===== src/rtl/adder_bist_pkg.sv =====
package adder_bist_pkg;

   // Phase codes; the numbering is visible on fail_phase.
   typedef enum logic [2:0] {
      PH_IDLE  = 3'd0,
      PH_ALL1  = 3'd1,
      PH_ZERO  = 3'd2,
      PH_ONE   = 3'd3,
      PH_SWEEP = 3'd4,
      PH_PAIR  = 3'd5
   } phase_e;

endpackage


===== src/rtl/adder_bist_gen.sv =====
module adder_bist_gen
   import adder_bist_pkg::*;
#(
   parameter int W = 16
) (
   input  logic         clk,
   input  logic         rst_n,
   input  logic         go,
   output logic         vld,
   output logic         ord,
   output logic         last,
   output phase_e       phase,
   output logic [W-1:0] op_a,
   output logic [W-1:0] op_b
);

   localparam logic [W-1:0] ONES = '1;
   localparam logic [W-1:0] ONE  = W'(1);

   logic         run;
   logic [W-1:0] walk;   // one-hot position shift register
   logic [W-1:0] x;      // sweep counter
   logic         zpat;   // sweep addend is zero
   logic [W-1:0] base, addend;

   assign vld  = run;
   assign last = run && ord && (phase == PH_PAIR) && (x == ONES) && walk[W-2];

   always_ff @(posedge clk) begin
      if (!rst_n) begin
         run   <= 1'b0;
         ord   <= 1'b0;
         phase <= PH_IDLE;
         walk  <= ONE;
         x     <= '0;
         zpat  <= 1'b0;
      end else if (go) begin
         run   <= 1'b1;
         ord   <= 1'b0;
         phase <= PH_ALL1;
         walk  <= ONE;
         x     <= '0;
         zpat  <= 1'b0;
      end else if (run) begin
         ord <= ~ord;
         if (ord) begin
            unique case (phase)
               PH_ALL1: begin
                  phase <= PH_ZERO;
                  walk  <= ONE;
               end
               PH_ZERO, PH_ONE: begin
                  if (walk[W-1]) begin
                     phase <= (phase == PH_ZERO) ? PH_ONE : PH_SWEEP;
                     walk  <= ONE;
                     zpat  <= (phase == PH_ONE);
                     x     <= '0;
                  end else begin
                     walk <= walk << 1;
                  end
               end
               PH_SWEEP: begin
                  x <= x + ONE;
                  if (x == ONES) begin
                     if (zpat) begin
                        zpat <= 1'b0;
                     end else if (walk[W-1]) begin
                        phase <= PH_PAIR;
                        walk  <= ONE;
                     end else begin
                        walk <= walk << 1;
                     end
                  end
               end
               PH_PAIR: begin
                  x <= x + ONE;
                  if (x == ONES) begin
                     if (walk[W-2]) begin
                        run   <= 1'b0;
                        phase <= PH_IDLE;
                     end else begin
                        walk <= walk << 1;
                     end
                  end
               end
               default: run <= 1'b0;
            endcase
         end
      end
   end

   always_comb begin
      base   = '0;
      addend = '0;
      unique case (phase)
         PH_ALL1:  begin base = ONES;  addend = ONE;  end
         PH_ZERO:  begin base = ~walk; addend = ONE;  end
         PH_ONE:   begin base = ONES;  addend = walk; end
         PH_SWEEP: begin base = x;     addend = zpat ? '0 : walk; end
         PH_PAIR:  begin base = x;     addend = walk | (walk << 1); end
         default:  begin base = '0;    addend = '0;   end
      endcase
   end

   assign op_a = !run ? '0 : (ord ? addend : base);
   assign op_b = !run ? '0 : (ord ? base : addend);

endmodule


===== src/rtl/adder_bist_cmp.sv =====
module adder_bist_cmp
   import adder_bist_pkg::*;
#(
   parameter int W    = 16,
   parameter int LAT  = 0,
   parameter int ERRW = 16
) (
   input  logic            clk,
   input  logic            rst_n,
   input  logic            clr,
   input  logic            in_vld,
   input  logic            in_last,
   input  phase_e          in_phase,
   input  logic [W-1:0]    in_a,
   input  logic [W-1:0]    in_b,
   input  logic            cin,
   input  logic [W-1:0]    obs_sum,
   input  logic            obs_cout,
   output logic            done,
   output logic            busy_tail,
   output logic [ERRW-1:0] err_count,
   output logic [W-1:0]    fail_a,
   output logic [W-1:0]    fail_b,
   output logic [2:0]      fail_phase,
   output logic [W-1:0]    fail_sum,
   output logic            fail_cout
);

   localparam logic [ERRW-1:0] ERR_MAX = '1;

   typedef struct packed {
      logic         vld;
      logic         last;
      logic [2:0]   ph;
      logic [W-1:0] a;
      logic [W-1:0] b;
   } stage_t;

   stage_t inp, d;
   logic [W:0] ref_sum;
   logic       mism;

   assign inp = '{vld: in_vld, last: in_last, ph: in_phase, a: in_a, b: in_b};

   generate
      if (LAT == 0) begin : g_direct
         assign d         = inp;
         assign busy_tail = 1'b0;
      end else begin : g_pipe
         stage_t      pipe [LAT];
         logic [LAT-1:0] occ;
         always_ff @(posedge clk) begin
            if (!rst_n) begin
               for (int i = 0; i < LAT; i++) pipe[i] <= '0;
            end else begin
               pipe[0] <= inp;
               for (int i = 1; i < LAT; i++) pipe[i] <= pipe[i-1];
            end
         end
         for (genvar i = 0; i < LAT; i++) begin : g_occ
            assign occ[i] = pipe[i].vld;
         end
         assign d         = pipe[LAT-1];
         assign busy_tail = |occ;
      end
   endgenerate

   assign ref_sum = {1'b0, d.a} + {1'b0, d.b} + {{W{1'b0}}, cin};
   assign mism    = d.vld && ({obs_cout, obs_sum} != ref_sum);

   always_ff @(posedge clk) begin
      if (!rst_n) begin
         done       <= 1'b0;
         err_count  <= '0;
         fail_a     <= '0;
         fail_b     <= '0;
         fail_phase <= '0;
         fail_sum   <= '0;
         fail_cout  <= 1'b0;
      end else begin
         done <= d.vld && d.last;
         if (clr) begin
            err_count <= '0;
         end else if (mism) begin
            if (err_count == '0) begin
               fail_a     <= d.a;
               fail_b     <= d.b;
               fail_phase <= d.ph;
               fail_sum   <= obs_sum;
               fail_cout  <= obs_cout;
            end
            if (err_count != ERR_MAX) err_count <= err_count + 1'b1;
         end
      end
   end

endmodule


===== src/rtl/adder_bist.sv =====
module adder_bist
   import adder_bist_pkg::*;
#(
   parameter int WIDTH   = 16,
   parameter int LATENCY = 0,
   parameter int ERRW    = 16
) (
   input  logic             clk,
   input  logic             rst_n,
   input  logic             start,
   output logic [WIDTH-1:0] dut_a,
   output logic [WIDTH-1:0] dut_b,
   output logic             dut_cin,
   input  logic [WIDTH-1:0] dut_sum,
   input  logic             dut_cout,
   output logic             done,
   output logic             pass,
   output logic [ERRW-1:0]  err_count,
   output logic [WIDTH-1:0] fail_a,
   output logic [WIDTH-1:0] fail_b,
   output logic [2:0]       fail_phase,
   output logic [WIDTH-1:0] fail_sum,
   output logic             fail_cout
);

   generate
      if (WIDTH < 2)   begin : g_bad_w   $error("adder_bist: WIDTH must be at least 2");   end
      if (LATENCY < 0) begin : g_bad_lat $error("adder_bist: LATENCY must not be negative"); end
      if (ERRW < 1)    begin : g_bad_ew  $error("adder_bist: ERRW must be at least 1");    end
   endgenerate

   logic   busy, go, busy_tail;
   logic   issue_vld, issue_ord, issue_last;
   phase_e issue_phase;

   assign go      = start && !busy;
   assign dut_cin = 1'b0;
   assign pass    = (err_count == '0);

   always_ff @(posedge clk) begin
      if (!rst_n)    busy <= 1'b0;
      else if (go)   busy <= 1'b1;
      else if (busy && !issue_vld && !busy_tail && !done) busy <= 1'b0;
   end

   adder_bist_gen #(.W(WIDTH)) i_gen (
      .clk   (clk),
      .rst_n (rst_n),
      .go    (go),
      .vld   (issue_vld),
      .ord   (issue_ord),
      .last  (issue_last),
      .phase (issue_phase),
      .op_a  (dut_a),
      .op_b  (dut_b)
   );

   adder_bist_cmp #(.W(WIDTH), .LAT(LATENCY), .ERRW(ERRW)) i_cmp (
      .clk        (clk),
      .rst_n      (rst_n),
      .clr        (go),
      .in_vld     (issue_vld),
      .in_last    (issue_last),
      .in_phase   (issue_phase),
      .in_a       (dut_a),
      .in_b       (dut_b),
      .cin        (dut_cin),
      .obs_sum    (dut_sum),
      .obs_cout   (dut_cout),
      .done       (done),
      .busy_tail  (busy_tail),
      .err_count  (err_count),
      .fail_a     (fail_a),
      .fail_b     (fail_b),
      .fail_phase (fail_phase),
      .fail_sum   (fail_sum),
      .fail_cout  (fail_cout)
   );

endmodule


===== config.mk =====
export PLATFORM = sky130hd
export DESIGN_NAME = adder_bist
export DESIGN_NICKNAME = d
export VERILOG_FILES = /design/src/rtl/adder_bist_pkg.sv /design/src/rtl/adder_bist_gen.sv /design/src/rtl/adder_bist_cmp.sv /design/src/rtl/adder_bist.sv
export SDC_FILE = /design/constraint.sdc
export NUM_CORES = 1
export LEC_CHECK = 0
export BUFFER_PORTS_ARGS = -buffer_cell sky130_fd_sc_hd__buf_2
export CORE_MARGIN = 1.5
export CORE_UTILIZATION = 50
export CTS_CLUSTER_SIZE = 10
export DETAILED_ROUTE_END_ITERATION = 16
export HOLD_SLACK_MARGIN = 0.08
export MAX_ROUTING_LAYER = met4
export PLACE_DENSITY = 0.76
export SLEW_MARGIN = 10
export SYNTH_ARGS = -nofsm -noshare
export SYNTH_HDL_FRONTEND = slang
export SYNTH_SLANG_ARGS = --single-unit

===== constraint.sdc =====
create_clock -name clk -period 3.8 [get_ports clk]
set_input_delay 0.95 -clock clk [delete_from_list [all_inputs] [get_ports clk]]
set_output_delay 0.95 -clock clk [all_outputs]
set_load 0.02 [all_outputs]

# Word level (Yosys, flattened, before mapping)
# Index checks and enable logic that the tools add are counted.
[word_totals]
regBits = 108
[classes]
add_sub_neg = 3
n_eq_ne = 21
n_mux = 37
bitwise = 5
n_reduce_logical = 34
[op_table]
columns = ["op", "n"]
rows = [
  ["16-bit two-way mux", 11],
  ["16-bit one-hot mux with 4 select lines", 2],
  ["16-bit one-hot mux with 3 select lines", 1],
  ["16-bit by 1-bit adder with 16-bit output, second input constant", 2],
  ["16-bit one-hot mux with 2 select lines", 1],
  ["3-bit two-way mux", 7],
  ["9-bit AND reduction", 2],
  ["16-bit by 16-bit adder with 17-bit output", 1],
  ["17-bit != test", 1],
  ["16-bit == test, second input constant", 1],
  ["16-bit logical NOT", 1],
  ["16-bit != test, second input constant", 1],
  ["16-bit NOT", 1],
  ["16-bit bitwise OR", 1],
  ["1-bit two-way mux", 12],
  ["3-bit by 2-bit != test with 1-bit output, second input constant", 4],
  ["3-bit one-hot mux with 4 select lines", 1],
  ["2-bit nonzero test", 5],
  ["2-bit OR reduction", 5],
  ["1-bit logical AND", 9],
  ["2-bit by 1-bit != test with 1-bit output, second input constant", 4],
  ["7-bit AND reduction", 1],
  ["3-bit by 2-bit == test with 1-bit output, second input constant", 2],
  ["3-bit == test, second input constant", 2],
  ["other kinds (14)", 22],
]

# Longest topological paths before layout
[depth]
word_depth = 9
mapped_depth = 20
ltp_nobuf = 17

# By module
# A second synthesis with hierarchy kept.
[unflattened]
hier_cells = 935
hier_area_um2 = 7148.1
[by_module_without_submodules]
columns = ["module", "instances", "cells_each", "area_per_inst_um2", "seq_area_each_um2"]
rows = [
  ["adder_bist_cmp", 1, 527, 4177.8, 1381.3],
  ["adder_bist_gen", 1, 396, 2884.0, 760.7],
  ["adder_bist", 1, 12, 86.3, 20.0],
]

# Worst setup path after synthesis
# No wires, ideal clock.
[synth_timing]
kind = "register to register"
startpoint = "register i_gen.phase[0]"
endpoint = "register i_cmp.fail_b[1]"
setup_ns = 0.116
t_arrival_ns = 4.062
path_slack_ns = -0.378
path_stages_with_launch = 21
n_path_buf = 5
cell_sequence = "dfxtp_1 -> inv_1 -> clkbuf_1 -> nor3_1 -> clkbuf_1 -> a21oi_1 -> o21ai_0 -> o211a_1 -> ha_1 -> buf_4 -> a21oi_2 -> nand2b_1 -> o31ai_4 -> and3_1 -> o22a_1 -> nand4_2 -> a221oi_2 -> buf_6 -> buf_12 -> mux2i_1 -> nor2b_1"
[synth_between]
elab_chain_len = 9
word_cells_on_any_way = 18
classes_between = "add/sub: 1; eq/ne: 6; mux: 6; reduce/logical: 5"
[synth_rtl]
columns = ["element", "line_no", "source"]
rows = [
  ["start: declaration", "adder_bist_gen.sv:12", "output phase_e phase,"],
  ["start signal: assignment", "adder_bist_gen.sv:54", "phase <= (phase == PH_ZERO) ? PH_ONE : PH_SWEEP;"],
  ["3-bit by 1-bit == test with 1-bit output (tied with other cells)", "adder_bist_gen.sv:95", "unique case (phase)"],
  ["2-bit OR reduction (no line)", "n/a", ""],
  ["16-bit one-hot mux with 4 select lines / 16-bit one-hot mux with 3 select lines (equally long branches)", "adder_bist_gen.sv:95", ""],
  ["16-bit two-way mux (*) (2 in a row)", "adder_bist_gen.sv:106", "assign op_b = !run ? '0 : (ord ? base : addend);"],
  ["net dut_b[7]", "adder_bist.sv:12", "output logic [WIDTH-1:0] dut_b,"],
  ["16-bit by 16-bit adder with 17-bit output (*)", "adder_bist_cmp.sv:68", "assign ref_sum = {1'b0, d.a} + {1'b0, d.b} + {{W{1'b0}}, cin};"],
  ["17-bit != test (*)", "adder_bist_cmp.sv:69", "assign mism = d.vld && ({obs_cout, obs_sum} != ref_sum);"],
  ["1-bit logical AND (*)", "adder_bist_cmp.sv:69", ""],
  ["3-bit AND reduction (no line) (*)", "n/a", ""],
  ["end signal: assignment", "adder_bist_cmp.sv:87", "fail_b <= d.b;"],
  ["end: declaration", "adder_bist_cmp.sv:23", "output logic [W-1:0] fail_b,"],
]
# Mark *: on every way through the listed nets, which the timed path passes. The rest lies on a longest branch.
# A chain may end at the register's enable or synchronous reset.

# Final worst setup path
[layout_timing]
startpoint = "register i_gen.phase[0]"
endpoint = "register i_cmp.fail_a[8]"
[layout_between]
elab_chain_len = 9
word_cells_on_any_way = 18
classes_between = "add/sub: 1; eq/ne: 6; mux: 6; reduce/logical: 5"
[layout_rtl]
columns = ["element", "line_no", "source"]
rows = [
  ["3-bit by 1-bit == test with 1-bit output (tied with other cells)", "adder_bist_gen.sv:95", ""],
  ["2-bit OR reduction (no line)", "n/a", ""],
  ["16-bit one-hot mux with 4 select lines / 16-bit one-hot mux with 3 select lines (equally long branches)", "adder_bist_gen.sv:95", ""],
  ["16-bit two-way mux (on tied branches) (2 in a row)", "adder_bist_gen.sv:105, adder_bist_gen.sv:106", ""],
  ["16-bit by 16-bit adder with 17-bit output", "adder_bist_cmp.sv:68", ""],
  ["17-bit != test", "adder_bist_cmp.sv:69", ""],
  ["1-bit logical AND", "adder_bist_cmp.sv:69", ""],
  ["3-bit AND reduction (no line)", "n/a", ""],
  ["end signal: assignment", "adder_bist_cmp.sv:86", "fail_a <= d.a;"],
  ["end: declaration", "adder_bist_cmp.sv:22", "output logic [W-1:0] fail_a,"],
]
# Parallel ways exist; a longest one is shown, timed or not.

==> flow_summary.json <==
{
  "drtPass1Iterations": 8,
  "io_pins": 123,
  "grt_pass1_vias": 6858,
  "crit_type": "reg -> reg",
  "drive_gt1_frac": 0.394,
  "wl_per_cell_um": 20.6,
  "finalSetupViolCount": 68,
  "synth_top_area_cell": "dfxtp_1",
  "grt_overflow": 0,
  "clock_path_buffers": 2,
  "synth.avg_cell_area_um2": 8.40,
  "seq_area_frac_synth": 0.316,
  "viasPerCell": 6.31,
  "clkTransAtPathRegs_ns": 0.08,
  "die_area_um2": 14400,
  "initial_core_util": 0.515,
  "core-area_um2": 13300,
  "dr_total_vias": 7742,
  "cts-hold-fix-buffers": 0,
  "hold_violations": 0,
  "die_w_um": 120,
  "synth.top_cell.area_share": 0.316,
  "grt_pass1_wl_um": 35400,
  "final_net_count": 1086,
  "synth-edff-count": 0,
  "slew_viol_final": 0,
  "finish.utilization": 0.732,
  "hpwl_um": 15100,
  "max_cap_viol_count": 0,
  "relSlewSlack": 0.638,
  "clock_latency_ns": 0.37,
  "end_kind": "flop",
  "drc": 0,
  "cts-root-buf": "clkbuf_16",
  "async_reset_ff_frac": 0,
  "synth_area_leaders": "dfxtp_1, mux2i_1, nor2b_1, o21ai_0, o211a_1",
  "cts_tree": "built",
  "io_buffers": 121,
  "worst_pin_slew_ns": 0.543,
  "setup_tns_ns": -26.58,
  "peakVddDrop_mv": 0.329,
  "synth_flop_cell": "dfxtp_1",
  "p_leak_nw": 4.48,
  "start_kind": "flop",
  "area.growth.synth_to_final_pct": 42.2,
  "clock_skew_ns": 0.00823,
  "grt_max_degree": 55,
  "status": "complete, but fails checks",
  "antenna_left": 0,
  "clkSinkCount": 108,
  "yosysMostFrequentCell": "dfxtp_1",
  "worstPathMaxFanout": 5,
  "rsz0062_at_grt": "true",
  "hold_ws_ns": 0.479,
  "period_minus_slack_ns": 4.37,
  "stdcell_area_um2": 9740,
  "gp_congestion": 0.992,
  "synth.distinct_cells": 77,
  "postRouteWirelength_um": 25300,
  "syn_inst": 816,
  "power_mw": 2.98,
  "cts_buffers": 9,
  "p_per_area_nw_per_um2": 307,
  "place_area_um2": 8340,
  "cp.required_ns": 4.05,
  "antenna_found_initial": 0,
  "yosys_warnings": 0,
  "arrival_ns": 4.62,
  "layout_setup_ws_ns": -0.568,
  "h-tree-depth": 3,
  "dieHeight_um": 120,
  "rows": 42,
  "ys_top_cells_by_count": "dfxtp_1, o21ai_0, nand2_1, a21oi_1",
  "netlist_area_um2": 6850,
  "synth-seq-cells": 108,
  "min_path_type": "reg -> reg",
  "fmax_mhz": 229,
  "grt_usage": 0.315,
  "synth_fp_nets": 856,
  "insertedDiodeCount": 0,
  "violations": "setup timing",
  "drtIter0Drc": 1028,
  "final.period_utilization": 1.15
}
## layout by cell type, fill, tap and decap left out, types with 8 or more instances in the layout
cell,count
mux2i_1,50
nand4_1,16
and3_1,9
clkbuf_16,10
a22o_1,8
ha_4,14
nand3_1,26
dfxtp_1,105
xor2_1,13
nor3_1,9
nand2_1,63
nor2_1,41
a21oi_1,41
a21oi_2,18
xnor2_1,12
buf_4,122
o21ai_1,18
o21ai_0,48
o211a_1,30
inv_1,10
buf_2,121
buf_6,21
nor2b_1,51
## through the flow
step                setup slack (ns)  instances
floorplan                    -0.0206        816
global placement              -0.257       1163
detailed placement            -0.280       1163
CTS                           -0.133       1209
global route                  -0.678       1227
finish                        -0.568       1227
## worst paths after layout
kind | to | slack, ns | startpoint | cells after the start
hold reg to reg | busy$_SDFFE_PN0P_ | 0.48 | busy$_SDFFE_PN0P_ | 2
hold / removal | busy$_SDFFE_PN0P_ | 0.48 | busy$_SDFFE_PN0P_ | 2
setup / recovery | i_cmp.fail_a[8]$_SDFFE_PN0P_ | -0.57 | i_gen.phase[0]$_SDFFE_PN0P_ | 23
setup reg to reg | i_cmp.fail_a[8]$_SDFFE_PN0P_ | -0.57 | i_gen.phase[0]$_SDFFE_PN0P_ | 23
## sequential cells by signal (all words and copies together), names as in the netlist, 3 cells and up
name              flops
i_gen.phase           3
i_cmp.fail_a         16
i_gen.x              16
i_cmp.fail_sum       16
i_cmp.fail_phase      3
i_gen.walk           16
i_cmp.err_count      16
i_cmp.fail_b         16
## report_power, final
group	internal (mW)	switching [mW]	total, mW	leakage (nW)
sequential	1.16	0.0212	1.18	0.876
combinational	0.397	0.462	0.859	3.46
clock	0.483	0.462	0.944	0.142
total	2.04	0.945	2.98	4.48
## critical path, stage by stage (launching register included)
cell and delay, ns:
dfxtp_4 0.37, inv_4 0.05, buf_6 0.12, nor3_4 0.26, buf_6 0.15, buf_6 0.08
a22oi_2 0.06, o21ai_1 0.20, and2_4 0.20, buf_6 0.10, ha_4 0.20, a211oi_4 0.33
buf_4 0.19, o21ai_4 0.07, a22oi_2 0.31, a31oi_1 0.07, o21ai_1 0.18, nand4_2 0.17
a221oi_4 0.31, buf_6 0.18, buf_12 0.12, buf_12 0.13, mux2i_1 0.26, nor2b_1 0.11
## kinds of logic after synthesis
kind of cell	after synthesis	synth area share
and+or+nand+nor	284	0.219
AOI/OAI and AO/OA	245	0.247
DFF	108	0.316
buffers and inverters	71	0.0579
muxes	55	0.0805
xor gates and xnor gates	32	0.0420
adders and majority gates	20	0.0376
other	1	0.000547
## layout make-up
class / instances / area, um2
Timing Repair Buffer: 275 / 2000
Inverter: 13 / 57.6
Fill cell: 938 / 3560
Clock inverter: 5 / 35.0
Clock buffer: 11 / 253
Sequential cell: 108 / 2170
Tap cell: 176 / 220
Multi-Input combinational cell: 639 / 5000
## metal layers
metal	part of all wire	vias up	wire length, um	GRT usage
met5	0	-	0	-
met4	0.045	0	1140	0.0863
met3	0.089	118	2250	0.0646
met2	0.46	528	11700	0.503
met1	0.40	3650	10200	0.407
li1	-	3446	-	-
## repair_timing
| action | CTS | global route |
|---|---|---|
| gates resized for setup | 61 | 94 |
| pin swaps | 31 | 67 |
| buffers inserted | 25 | 20 |
| endpoints found under the setup margin | 67 | 68 |
| cloned | 5 | 3 |
Power figures use the tool's default switching activity.
